### config.mk
export PLATFORM = sky130hd
export DESIGN_NAME = strap_reg_bridge
export DESIGN_NICKNAME = d
export VERILOG_FILES = /design/src/rtl/strap_reg_bridge.sv
export SDC_FILE = /design/constraint.sdc
export NUM_CORES = 1
export LEC_CHECK = 0
export BUFFER_PORTS_ARGS = -buffer_cell sky130_fd_sc_hd__buf_2
export CORE_MARGIN = 3
export CORE_UTILIZATION = 50
export CTS_CLUSTER_SIZE = 20
export DETAILED_ROUTE_END_ITERATION = 10
export GPL_ROUTABILITY_DRIVEN = 0
export HOLD_SLACK_MARGIN = 0.15
export PLACE_DENSITY = 0.76
export SLEW_MARGIN = 0
export SYNTH_ARGS = -nofsm -noshare
export SYNTH_HDL_FRONTEND = slang
export SYNTH_SLANG_ARGS = --single-unit
### constraint.sdc
create_clock -name clk -period 3.9 [get_ports clk]
set_clock_uncertainty 0.1 [all_clocks]
set_input_delay 0.195 -clock clk [delete_from_list [all_inputs] [get_ports clk]]
set_output_delay 0.195 -clock clk [all_outputs]
set_load 0.02 [all_outputs]
### src/rtl/strap_reg_bridge.sv
module strap_reg_bridge (
  input  logic        clk,
  input  logic        rst_n,
  input  logic [3:0]  strap,
  input  logic        dual_mode,
  input  logic        h_req,
  input  logic        h_we,
  input  logic [4:0]  h_dev,
  input  logic [4:0]  h_reg,
  input  logic [15:0] h_wdata,
  output logic        h_ready,
  output logic        h_rvalid,
  output logic [15:0] h_rdata,
  output logic        ib_req,
  output logic        ib_we,
  output logic [4:0]  ib_dev,
  output logic [4:0]  ib_reg,
  output logic [15:0] ib_wdata,
  input  logic        ib_ack,
  input  logic [15:0] ib_rdata
);
  localparam int BUSY   = 15;
  localparam int CLAUSE = 12;
  localparam logic [1:0] OP_WR = 2'b01;
  localparam logic [1:0] OP_RD = 2'b10;

  logic [15:0] cmd_q, data_q;
  logic        dir_busy;

  wire       win     = !dual_mode && (strap != 4'd0);
  wire [4:0] own     = {strap, 1'b0};
  wire       claim   = dual_mode ? (h_dev[4] == strap[3]) : (!win || h_dev == own);
  wire [4:0] map_dev = dual_mode ? {1'b0, h_dev[3:0]} : h_dev;
  wire       busy    = cmd_q[BUSY];
  wire       cmd_ok  = h_wdata[CLAUSE] && (h_wdata[11:10] == OP_WR || h_wdata[11:10] == OP_RD);
  wire       done    = ib_req && ib_ack;

  assign h_ready = !ib_req || (win && !dir_busy);
  wire   accept  = h_req && h_ready && claim;

  always_ff @(posedge clk) begin
    if (!rst_n) begin
      cmd_q    <= '0;
      data_q   <= '0;
      dir_busy <= 1'b0;
      h_rvalid <= 1'b0;
      h_rdata  <= '0;
      ib_req   <= 1'b0;
      ib_we    <= 1'b0;
      ib_dev   <= '0;
      ib_reg   <= '0;
      ib_wdata <= '0;
    end else begin
      h_rvalid <= 1'b0;
      if (done) begin
        ib_req <= 1'b0;
        if (dir_busy) begin
          dir_busy <= 1'b0;
          if (!ib_we) begin
            h_rvalid <= 1'b1;
            h_rdata  <= ib_rdata;
          end
        end else begin
          cmd_q[BUSY] <= 1'b0;
          if (!ib_we) data_q <= ib_rdata;
        end
      end
      if (accept) begin
        if (!win) begin
          dir_busy <= 1'b1;
          ib_req   <= 1'b1;
          ib_we    <= h_we;
          ib_dev   <= map_dev;
          ib_reg   <= h_reg;
          ib_wdata <= h_wdata;
        end else if (!h_we) begin
          h_rvalid <= 1'b1;
          h_rdata  <= (h_reg == 5'd0) ? cmd_q : (h_reg == 5'd1) ? data_q : 16'h0000;
        end else if (!busy) begin
          if (h_reg == 5'd0) begin
            if (h_wdata[BUSY] && cmd_ok) begin
              cmd_q    <= h_wdata;
              ib_req   <= 1'b1;
              ib_we    <= (h_wdata[11:10] == OP_WR);
              ib_dev   <= h_wdata[9:5];
              ib_reg   <= h_wdata[4:0];
              ib_wdata <= data_q;
            end else begin
              cmd_q <= {1'b0, h_wdata[14:0]};
            end
          end else if (h_reg == 5'd1) begin
            data_q <= h_wdata;
          end
        end
      end
    end
  end
endmodule

# After elaboration in Yosys (flattened, before gate mapping)
# Index checks and enable logic that the tools add are counted.
[word_totals]
word_cells = 102
mem_count = 0
romBits = 0
inputBits = 52
ram_bits = 0
latch_bits = 0
regBits = 78
[classes]
n_addsub = 0
div_mod_pow = 0
reduce_logical = 18
magnitude_cmp = 0
shifts = 0
bitwise = 1
mux = 63
n_eq_ne = 9
n_mul = 0
[ops]
columns = ["cell", "count"]
rows = [
  ["16-bit two-way mux", 28],
  ["5-bit two-way mux", 11],
  ["1-bit two-way mux", 24],
  ["5-bit AND reduction", 2],
  ["1-bit logical AND", 7],
  ["5-bit by 1-bit == test with 1-bit output (second input constant)", 1],
  ["5-bit == test", 1],
  ["5-bit logical NOT", 1],
  ["1-bit logical NOT", 4],
  ["2-bit by 1-bit inequality test with 1-bit output (second input constant)", 2],
  ["2-bit inequality test (second input constant)", 2],
  ["4-bit nonzero test", 1],
  ["1-bit logical OR", 3],
  ["2-bit by 1-bit == test with 1-bit output (second input constant)", 1],
  ["2-bit == test (second input constant)", 1],
  ["1-bit == test", 1],
  ["1-bit NOT", 1],
]

# Depth between registers and ports, before layout
# Gate-level depths: netlist (run 1).
[logic_depth]
word_depth = 10
mapped_depth = 10
ltp_nobuf = 7

# Worst setup path after synthesis (run 1)
# OpenSTA, ideal clock, no wires.
[synth_path]
path_type = "reg-to-reg"
start = "register dir_busy"
end = "register ib_we"
path_slack_ns = 1.856
path_stages_with_launch = 8
period_less_slack_ns = 2.044
arrival_ns = 1.819
t_required_ns = 3.674
path_cell_list = "dfxtp_1 o31ai_1 and4_1 buf_6 or2_4 buf_12 buf_12 a21oi_2"
[synth_via]
elab_chain_cells = 6
[synth_rtl]
columns = ["item", "line_no", "source"]
rows = [
  ["from (decl)", "28", "logic dir_busy;"],
  ["from (signal assigned)", "45", "dir_busy <= 1'b0;"],
  ["from (signal assigned)", "58", "dir_busy <= 1'b0;"],
  ["from (signal assigned)", "70", "dir_busy <= 1'b1;"],
  ["1-bit logical NOT", "38", "assign h_ready = !ib_req || (win && !dir_busy);"],
  ["1-bit logical AND", "38", ""],
  ["1-bit logical OR", "38", ""],
  ["via h_ready", "11", "output logic h_ready,"],
  ["1-bit logical AND (2 in a row)", "39", "wire accept = h_req && h_ready && claim;"],
  ["5-bit AND reduction (no line)", "n/a", ""],
  ["to (signal assigned)", "72", "ib_we <= h_we;"],
  ["to (signal assigned)", "84", "ib_we <= (h_wdata[11:10] == OP_WR);"],
  ["to (decl)", "15", "output logic ib_we,"],
]
# The timed path passes the listed nets, and every way through them passes these cells.
# A chain may end at the register's enable or synchronous reset.

# Worst setup path after layout (run 1)
[layout_path]
start = "input port h_reg[4]"
end = "register data_q[14]"
[layout_via]
elab_chain_cells = 7
word_cells_on_any_way = 8
[layout_rtl]
columns = ["item", "line_no", "source"]
rows = [
  ["from (decl)", "9", "input logic [4:0] h_reg,"],
  ["5-bit by 1-bit == test with 1-bit output", "91", "end else if (h_reg == 5'd1) begin"],
  ["16-bit two-way mux", "91", ""],
  ["16-bit two-way mux *", "80", "if (h_reg == 5'd0) begin"],
  ["16-bit two-way mux *", "79", "end else if (!busy) begin"],
  ["16-bit two-way mux *", "76", "end else if (!h_we) begin"],
  ["16-bit two-way mux *", "69", "if (!win) begin"],
  ["16-bit two-way mux *", "68", "if (accept) begin"],
  ["to (signal assigned)", "65", "if (!ib_we) data_q <= ib_rdata;"],
  ["to (signal assigned)", "92", "data_q <= h_wdata;"],
  ["to (decl)", "27", "logic [15:0] cmd_q, data_q;"],
]
# Mark *: on every way between the ends. The rest lies on a longest branch, timed or not.

==> results.cfg, run 1 <==
[critical_path]
cp-end-kind = flip-flop
critical_path.cell_chain = dlygate4sd3_1 -> buf_2 -> or4_4 -> nor2_2 -> buf_4 -> nand4_1 -> buf_4 -> nand3_1 -> o21ai_1 -> dlygate4sd3_1
crit_type = in2reg
required_ns = 4.03
critPathMaxFanout = 32
cp.arrival_ns = 2.96
crit_path_top_delay_cell = dlygate4sd3_1
max_stage_delay_ns = 0.58
start_kind = primary input

[synthesis]
synth_top_cell_by_area = dfxtp_1
synth-main-ff-cell = dfxtp_1
synth_common_cells = dfxtp_1 (78), mux2i_1 (44), nand2_1 (35)
synth_nets = 444
seq_area_frac_synth_pct = 41.1
synth_edf_count = 0
syn_avg_cell_area_sq_um = 9.71
yosysMostFrequentCell = dfxtp_1
yosysWarnings = 0
synth.distinct_cells = 43
ys_ff_latch = 78
netlist_instances = 391
syn-cell-area_sq_um = 3790
synth-async-reset-ratio_pct = 0
yosys.area.top_type_share_pct = 41.1
netlist_top_cells_area = dfxtp_1 (41%), mux2i_1 (12%), o31ai_1 (5.3%)

[route]
dr.pass1.iters = 5
drtAntennaViolNets = 0
wl_per_cell_microns = 17.4
first_iter_violations = 231
avgViaCountPerCell = 5.68
drc = 0
routed_wl_microns = 11100
vias = 3621

[finish]
antenna_cells = 0
area_growth_pct = 33.0
fin_cells = 637
drive_above_1_share_pct = 31.0
fin_nets = 586
fillCellCount = 616

[global_routing]
grt_max_degree = 69
grt_pass1_vias = 3486
grt_antenna_before_repair = 0
grt_pass1_wl_microns = 17500
grt_overflow = 0
grt_usage_pct = 25.9

[die]
fp.dieH_microns = 93.1
die_area_sq_um = 8670
die_x_microns = 93.1
coreArea_sq_um = 7290
initial_core_util_pct = 52.0
rows = 31
pin_count = 98

[clock_tree]
clk_path_buf_depth = 2
post_cts_buffers = 0
ctsRootBufferMaster = clkbuf_8
cts_tree = yes
path_clk_slew_ns = 0.08
cts_buffers = 9
cts.sinks = 78
ctsResizeCount = 0
htreeDepth = 3
clk-insertion-delay-late_ns = 0.34

[sta]
finalSetupViolCount = 0
worst_slew_pin_slew_ns = 1.10
setup_tns_ns = 0
period_share_pct = 72.4
period_needed_ns = 2.83
final_hold_viol_count = 0
slew_headroom_pct = 26.4
grt_setup_unrepaired = false
slew_viol_final = 0
fmax_mhz = 354

[flow_run]
cap_violations = 0

[pwr]
p_per_area_nw_per_um2 = 330
p_leak_nw = 2.51
power_mw = 1.66
ir_worst_vdd_v = 0.000196

[hold_path]
hold_path_class = in2reg

[place]
numPortBuffers = 97
hpwl_microns = 6980
dp.cells = 563

[status]
outcome = finished clean
worst max-delay path, delay by kind of cell:
kind            cells  cell delay, ns
simple gates        4            0.90
buf+inv             5            1.74
compound gates      1            0.10
through the flow:
stage	area [sq um]	setup slack, ns	hold slack (ns)	utilization, %
floorplan	3790	1.86	0.244	-
global placement	4290	1.36	0.347	58.8
detailed placement	4290	1.30	0.348	58.8
CTS	5050	1.12	0.153	69.2
global route	5050	0.954	0.170	69.2
finish	5050	1.07	0.164	69.2
path summary, 6_finish.rpt:
path / startpoint / end / slack (ns) / cells after the start
max: h_reg[4] / data_q[14]$_SDFF_PN0_ / 1.07 / 10
min: dual_mode / ib_dev[4]$_SDFFE_PN0P_ / 0.16 / 3
max reg2reg: ib_req$_SDFF_PN0_ / h_rdata[7]$_SDFF_PN0_ / 1.35 / 4
min reg2reg: ib_dev[4]$_SDFFE_PN0P_ / ib_dev[4]$_SDFFE_PN0P_ / 0.36 / 2
report_power, final:
part	internal, mW	switching [mW]	total (mW)	leakage, nW
Sequential	0.821	0.0166	0.837	0.632
Combinational	0.121	0.148	0.269	1.78
Clock	0.266	0.291	0.557	0.0934
Total	1.21	0.456	1.66	2.51
cells in the final DEF, fill, tap and decap left out, types with 2 or more instances in the layout:
cell / instances
inv_1: 2
nor2b_1: 2
dlygate4sd3_1: 58
a2111oi_0: 2
o21ai_1: 15
dfxtp_1: 78
clkbuf_1: 2
a21oi_1: 8
xnor2_1: 2
clkinv_2: 2
nand4_1: 2
clkbuf_8: 11
a21oi_2: 20
o31ai_1: 27
mux2i_1: 44
and3_1: 16
a221o_1: 16
nand3b_1: 2
nor2_2: 2
o21ai_0: 16
buf_2: 97
nand2_1: 35
nand3_1: 31
mux2_2: 16
xor2_1: 2
buf_4: 11
kinds of logic after synthesis:
| group | synth area share (%) |
|---|---|
| compound gates | 20.6 |
| xor+xnor | 0.923 |
| buf+inv | 5.57 |
| simple gates | 15.0 |
| flops | 41.1 |
| fa+ha+maj | 0.330 |
| mux | 16.4 |
layout make-up:
cell class / count / area [sq um] / share of cell area [%]
Clock buffer: 13 / 159 / 3.15
Inverter: 2 / 7.51 / 0.149
Sequential cell: 78 / 1560 / 30.9
Multi-Input combinational cell: 276 / 2030 / 40.2
Tap cell: 99 / 124 / 2.45
Clock inverter: 3 / 18.8 / 0.372
Timing Repair Buffer: 166 / 1150 / 22.8
layer usage:
layer | vias to the layer above | GRT usage (%) | wire length (microns)
met4 | 0 | 12.8 | 347
met1 | 1716 | 31.2 | 4560
met2 | 129 | 44.5 | 5510
met3 | 29 | 4.18 | 691
li1 | 1747 | - | -
met5 | - | 0 | 0
what timing repair did:
item / in CTS / in global routing
hold buffers: 58 / 0
setup endpoints to repair: 0 / 0
hold endpoints to repair: 69 / 0
Note: power is estimated with default switching activity, not from simulation.
==> run 2, diff against run 1 <==
--- a/config.mk
+++ b/config.mk
@@ -7,7 +7,7 @@
 export LEC_CHECK = 0
 export BUFFER_PORTS_ARGS = -buffer_cell sky130_fd_sc_hd__buf_2
 export CORE_MARGIN = 3
-export CORE_UTILIZATION = 50
+export CORE_UTILIZATION = 48
 export CTS_CLUSTER_SIZE = 20
 export DETAILED_ROUTE_END_ITERATION = 10
 export GPL_ROUTABILITY_DRIVEN = 0
==> constraint.sdc (replaced) <==
create_clock -name clk -period 2.3 [get_ports clk]
set_clock_uncertainty 0.1 [all_clocks]
set_input_delay 0.115 -clock clk [delete_from_list [all_inputs] [get_ports clk]]
set_output_delay 0.115 -clock clk [all_outputs]
set_load 0.02 [all_outputs]
==> results.cfg, run 2 (synthesis gave the netlist of run 1 again) <==
[clock_tree]
clk_path_buf_depth = 2
clk-insertion-delay-late_ns = 0.35
cts_buffers = 9
ctsRootBufferMaster = clkbuf_8
path_clk_slew_ns = 0.08
cts_tree = yes
htreeDepth = 3
cts.sinks = 78

[die]
initial_core_util_pct = 51.0
fp.dieH_microns = 94.9
rows = 31
coreArea_sq_um = 7450
die_x_microns = 94.9
die_area_sq_um = 9010
pin_count = 98

[finish]
fin_cells = 630
antenna_cells = 0
ff_latch_area_sq_um = 1560
fin_nets = 579
area_growth_pct = 33.1
fillCellCount = 602
drive_above_1_share_pct = 33.1
layout_common_cells = buf_2 (97), dfxtp_1 (78), mux2i_1 (44)
multiInputGateArea_sq_um = 2030
layout_commonest_cell = buf_2
fin_util_pct = 67.8

[route]
vias = 3584
routed_wl_microns = 10900
first_iter_violations = 247
drc = 0
drtAntennaViolNets = 0
avgViaCountPerCell = 5.69
dr.pass1.iters = 4
wl_per_cell_microns = 17.3

[place]
hpwl_microns = 6950
numPortBuffers = 97
pre_cts_ws_ns = 0.250
dp.cells = 564

[critical_path]
required_ns = 2.45
crit_type = in2reg
r2r_slack_ns = 0.33
r2r_cells = 5
start_kind = primary input
cp.arrival_ns = 2.35
cp-end-kind = flip-flop
critPathMaxFanout = 33

[sta]
worst_slew_pin_slew_ns = 1.01
final_hold_viol_count = 0
slew_viol_final = 0
finalSetupViolCount = 0
fmax_mhz = 455
grt_setup_unrepaired = false
setup_tns_ns = 0
period_share_pct = 95.5
worst_slack_ns = 0.103
slew_headroom_pct = 32.6
period_needed_ns = 2.20

[pwr]
p_leak_nw = 2.49
p_per_area_nw_per_um2 = 589
ir_worst_vdd_v = 0.000371

[global_routing]
grt_max_degree = 95
grt_usage_pct = 24.4
grt_overflow = 0
grt_antenna_before_repair = 0
grt_pass1_wl_microns = 17100
grt_pass1_vias = 3621

[hold_path]
hold_path_class = in2reg
min_path_cells = 4

[status]
outcome = finished clean

[flow_run]
cap_violations = 0
-- run 2: cell count changes in the layout (fill, tap and decap cells not counted), sizes merged --
cell	before	now
dlygate4sd3	58	43
buf	108	114
clkbuf	13	15
clkinv	3	1
bufinv	0	1
or2	1	2
-- run 2: repair_timing --
item,in CTS,in global routing
hold endpoints to repair,77,0
setup buffers,0,5
resized for setup,0,3
setup endpoints to repair,0,26
hold buffers,43,0
-- run 2: critical path, stage by stage --
cell           delay [ns]
dlygate4sd3_1        0.53
buf_2                0.13
xor2_1               0.14
nor4b_2              0.51
nand3_1              0.22
buf_12               0.23
a221o_1              0.28
and3_1               0.17
-- run 2: layout make-up --
| type | count | area share [%] |
|---|---|---|
| clock buffer | 14 | 3.42 |
| sequential | 78 | 30.9 |
| timing repair buffer | 158 | 22.0 |
| inverter | 2 | 0.149 |
| multi-input combinational | 277 | 40.3 |
| tap | 99 | 2.45 |
| clock inverter | 2 | 0.768 |
-- run 2: where the power goes --
part	total (mW)	switching (mW)	leakage [nW]	internal, mW
logic	0.472	0.255	1.75	0.217
registers	1.42	0.0271	0.632	1.39
clock network	1.09	0.492	0.107	0.594
-- run 2: per-stage QoR --
stage          power [mW]  area, sq um  hold WS [ns]
2_1_floorplan        1.70         3790         0.164
3_3_place_gp         1.84         4330         0.292
3_5_place_dp         1.85         4330         0.304
4_1_cts              2.97         4970         0.169
5_1_grt              3.08         5050         0.202
6_report             2.98         5050         0.177
-- run 2: path summary, 6_finish.rpt --
path,end,from
worst max-delay path,h_rdata[0]$_SDFF_PN0_,h_dev[3]
worst min-delay path,ib_dev[4]$_SDFFE_PN0P_,h_dev[4]
worst max register to register,data_q[15]$_SDFF_PN0_,cmd_q[15]$_SDFF_PN0_
worst min register to register,ib_dev[4]$_SDFFE_PN0P_,ib_dev[4]$_SDFFE_PN0P_
-- run 2: routing by layer --
layer,vias to the layer above,global-route usage (%),share of wire [%]
met5,-,0,0
met4,0,10.3,3.3
met3,36,6.22,5.9
met2,131,42.3,48
met1,1689,28.5,43
li1,1728,-,-
==> run 3, diff against run 2 <==
--- a/config.mk
+++ b/config.mk
@@ -12,6 +12,7 @@
 export DETAILED_ROUTE_END_ITERATION = 10
 export GPL_ROUTABILITY_DRIVEN = 0
 export HOLD_SLACK_MARGIN = 0.15
+export MAX_ROUTING_LAYER = met4
 export PLACE_DENSITY = 0.76
 export SLEW_MARGIN = 0
 export SYNTH_ARGS = -nofsm -noshare
==> results.cfg, run 3 (synthesis gave the netlist of run 1 again) <==
[global_routing]
grt_pass1_vias = 3622
use_met2_pct = 42.3
grt_usage_pct = 25.2
met3_usage_pct = 5.58
grtUsageMet1_pct = 28.8
grt_pass1_wl_microns = 17100
busiest_layer = met2
grt_overflow = 0
grt_max_degree = 95
grt_antenna_before_repair = 0

[sta]
grt_setup_unrepaired = false
hold_ws_ns = 0.181
slew_headroom_pct = 33.1
period_share_pct = 95.4
fmax_mhz = 456
worst_slew_pin_slew_ns = 1.00
finalSetupViolCount = 0
setup_tns_ns = 0
period_needed_ns = 2.19
final_hold_viol_count = 0
slew_viol_final = 0

[pwr]
comb_power_share_pct = 15.8
clkPwrFrac_pct = 36.5
p_leak_nw = 2.49
p_per_area_nw_per_um2 = 589
switchingPower_mw = 0.774
p_int_mw = 2.20
ir_worst_vdd_v = 0.000372
p_seq_share_pct = 47.7
switching_share_pct = 26.0

[route]
dr.pass1.iters = 4
avgViaCountPerCell = 5.66
routed_wl_microns = 10900
drtAntennaViolNets = 0
vias = 3564
first_iter_violations = 246
drc = 0
wl_per_cell_microns = 17.2

[critical_path]
critPathMaxFanout = 33
required_ns = 2.45
start_kind = primary input
crit_type = in2reg
cp-end-kind = flip-flop
cp.arrival_ns = 2.34
rr_startpoint = cmd_q[15]$_SDFF_PN0_
cp-startpoint = h_dev[3]

[finish]
area_growth_pct = 33.1
drive_above_1_share_pct = 33.1
layout_commonest_cell = buf_2
fin_util_pct = 67.8
layout_common_cells = buf_2 (97), dfxtp_1 (78), mux2i_1 (44)
antenna_cells = 0
fin_nets = 579

[die]
die_x_microns = 94.9
pin_count = 98
fp.dieH_microns = 94.9
rows = 31
die_area_sq_um = 9010
coreArea_sq_um = 7450
initial_core_util_pct = 51.0

[clock_tree]
cts_buffers = 9
path_clk_slew_ns = 0.08
htreeDepth = 3
cts.sinks = 78
clk-insertion-delay-late_ns = 0.34
clk_path_buf_depth = 2
ctsRootBufferMaster = clkbuf_8
cts_tree = yes

[flow_run]
cap_violations = 0

[hold_path]
hold_start = rst_n
hold_path_class = in2reg

[status]
outcome = finished clean

[place]
hpwl_microns = 6950
numPortBuffers = 97
run 3: cell counts in the layout (fill, tap and decap cells not counted):
Identical to the previous run, type by type.
run 3: final cells by class:
class                   count  area, sq um
repair buffers            158         1110
clock inverters             2         38.8
flip-flops and latches     78         1560
clock buffers              14          173
well taps                  99          124
inverters                   2         7.51
fillers                   602         2390
multi-input cells         277         2030
run 3: what timing repair did:
item,4_1_cts,5_1_grt
buffers inserted,0,5
resized for setup,0,3
hold buffers,43,0
endpoints found under the hold margin,77,0
endpoints found under the setup margin,0,27
run 3: layer usage:
metal / vias to the layer above / wire length, microns
li1: 1729 / -
met1: 1666 / 4590
met2: 133 / 5250
met3: 36 / 657
met4: 0 / 361
met5: - / 0
run 3: per-stage QoR:
step | worst slack, ns | instances | cell area (sq um) | power [mW]
global route | 0.0137 | 630 | 5050 | 3.08
global placement | 0.287 | 564 | 4330 | 1.84
finish | 0.107 | 630 | 5050 | 2.98
CTS | 0.0571 | 623 | 4970 | 2.97
floorplan | 0.256 | 391 | 3790 | 1.70
detailed placement | 0.250 | 564 | 4330 | 1.85
run 3: path summary, 6_finish.rpt:
kind	to	slack, ns	cells after the start
max	h_rdata[0]$_SDFF_PN0_	0.11	8
min	h_rvalid$_SDFF_PN0_	0.18	3
max reg2reg	cmd_q[6]$_SDFFE_PN0P_	0.36	6
min reg2reg	ib_dev[4]$_SDFFE_PN0P_	0.37	2
run 3: worst max-delay path, cell delays in order:
cell and delay, ns:
dlygate4sd3_1 0.53, buf_2 0.13, xor2_1 0.14, nor4b_2 0.51
nand3_1 0.22, buf_12 0.23, a221o_1 0.28, and3_1 0.17
run 3: power by group through the flow:
stage	sequential (mW)	combinational (mW)	clock, mW
after floorplan	1.49	0.209	0
after global placement	1.45	0.390	0
after detailed placement	1.45	0.395	0
after CTS	1.42	0.453	1.10
after global routing	1.42	0.508	1.15
final	1.42	0.472	1.09
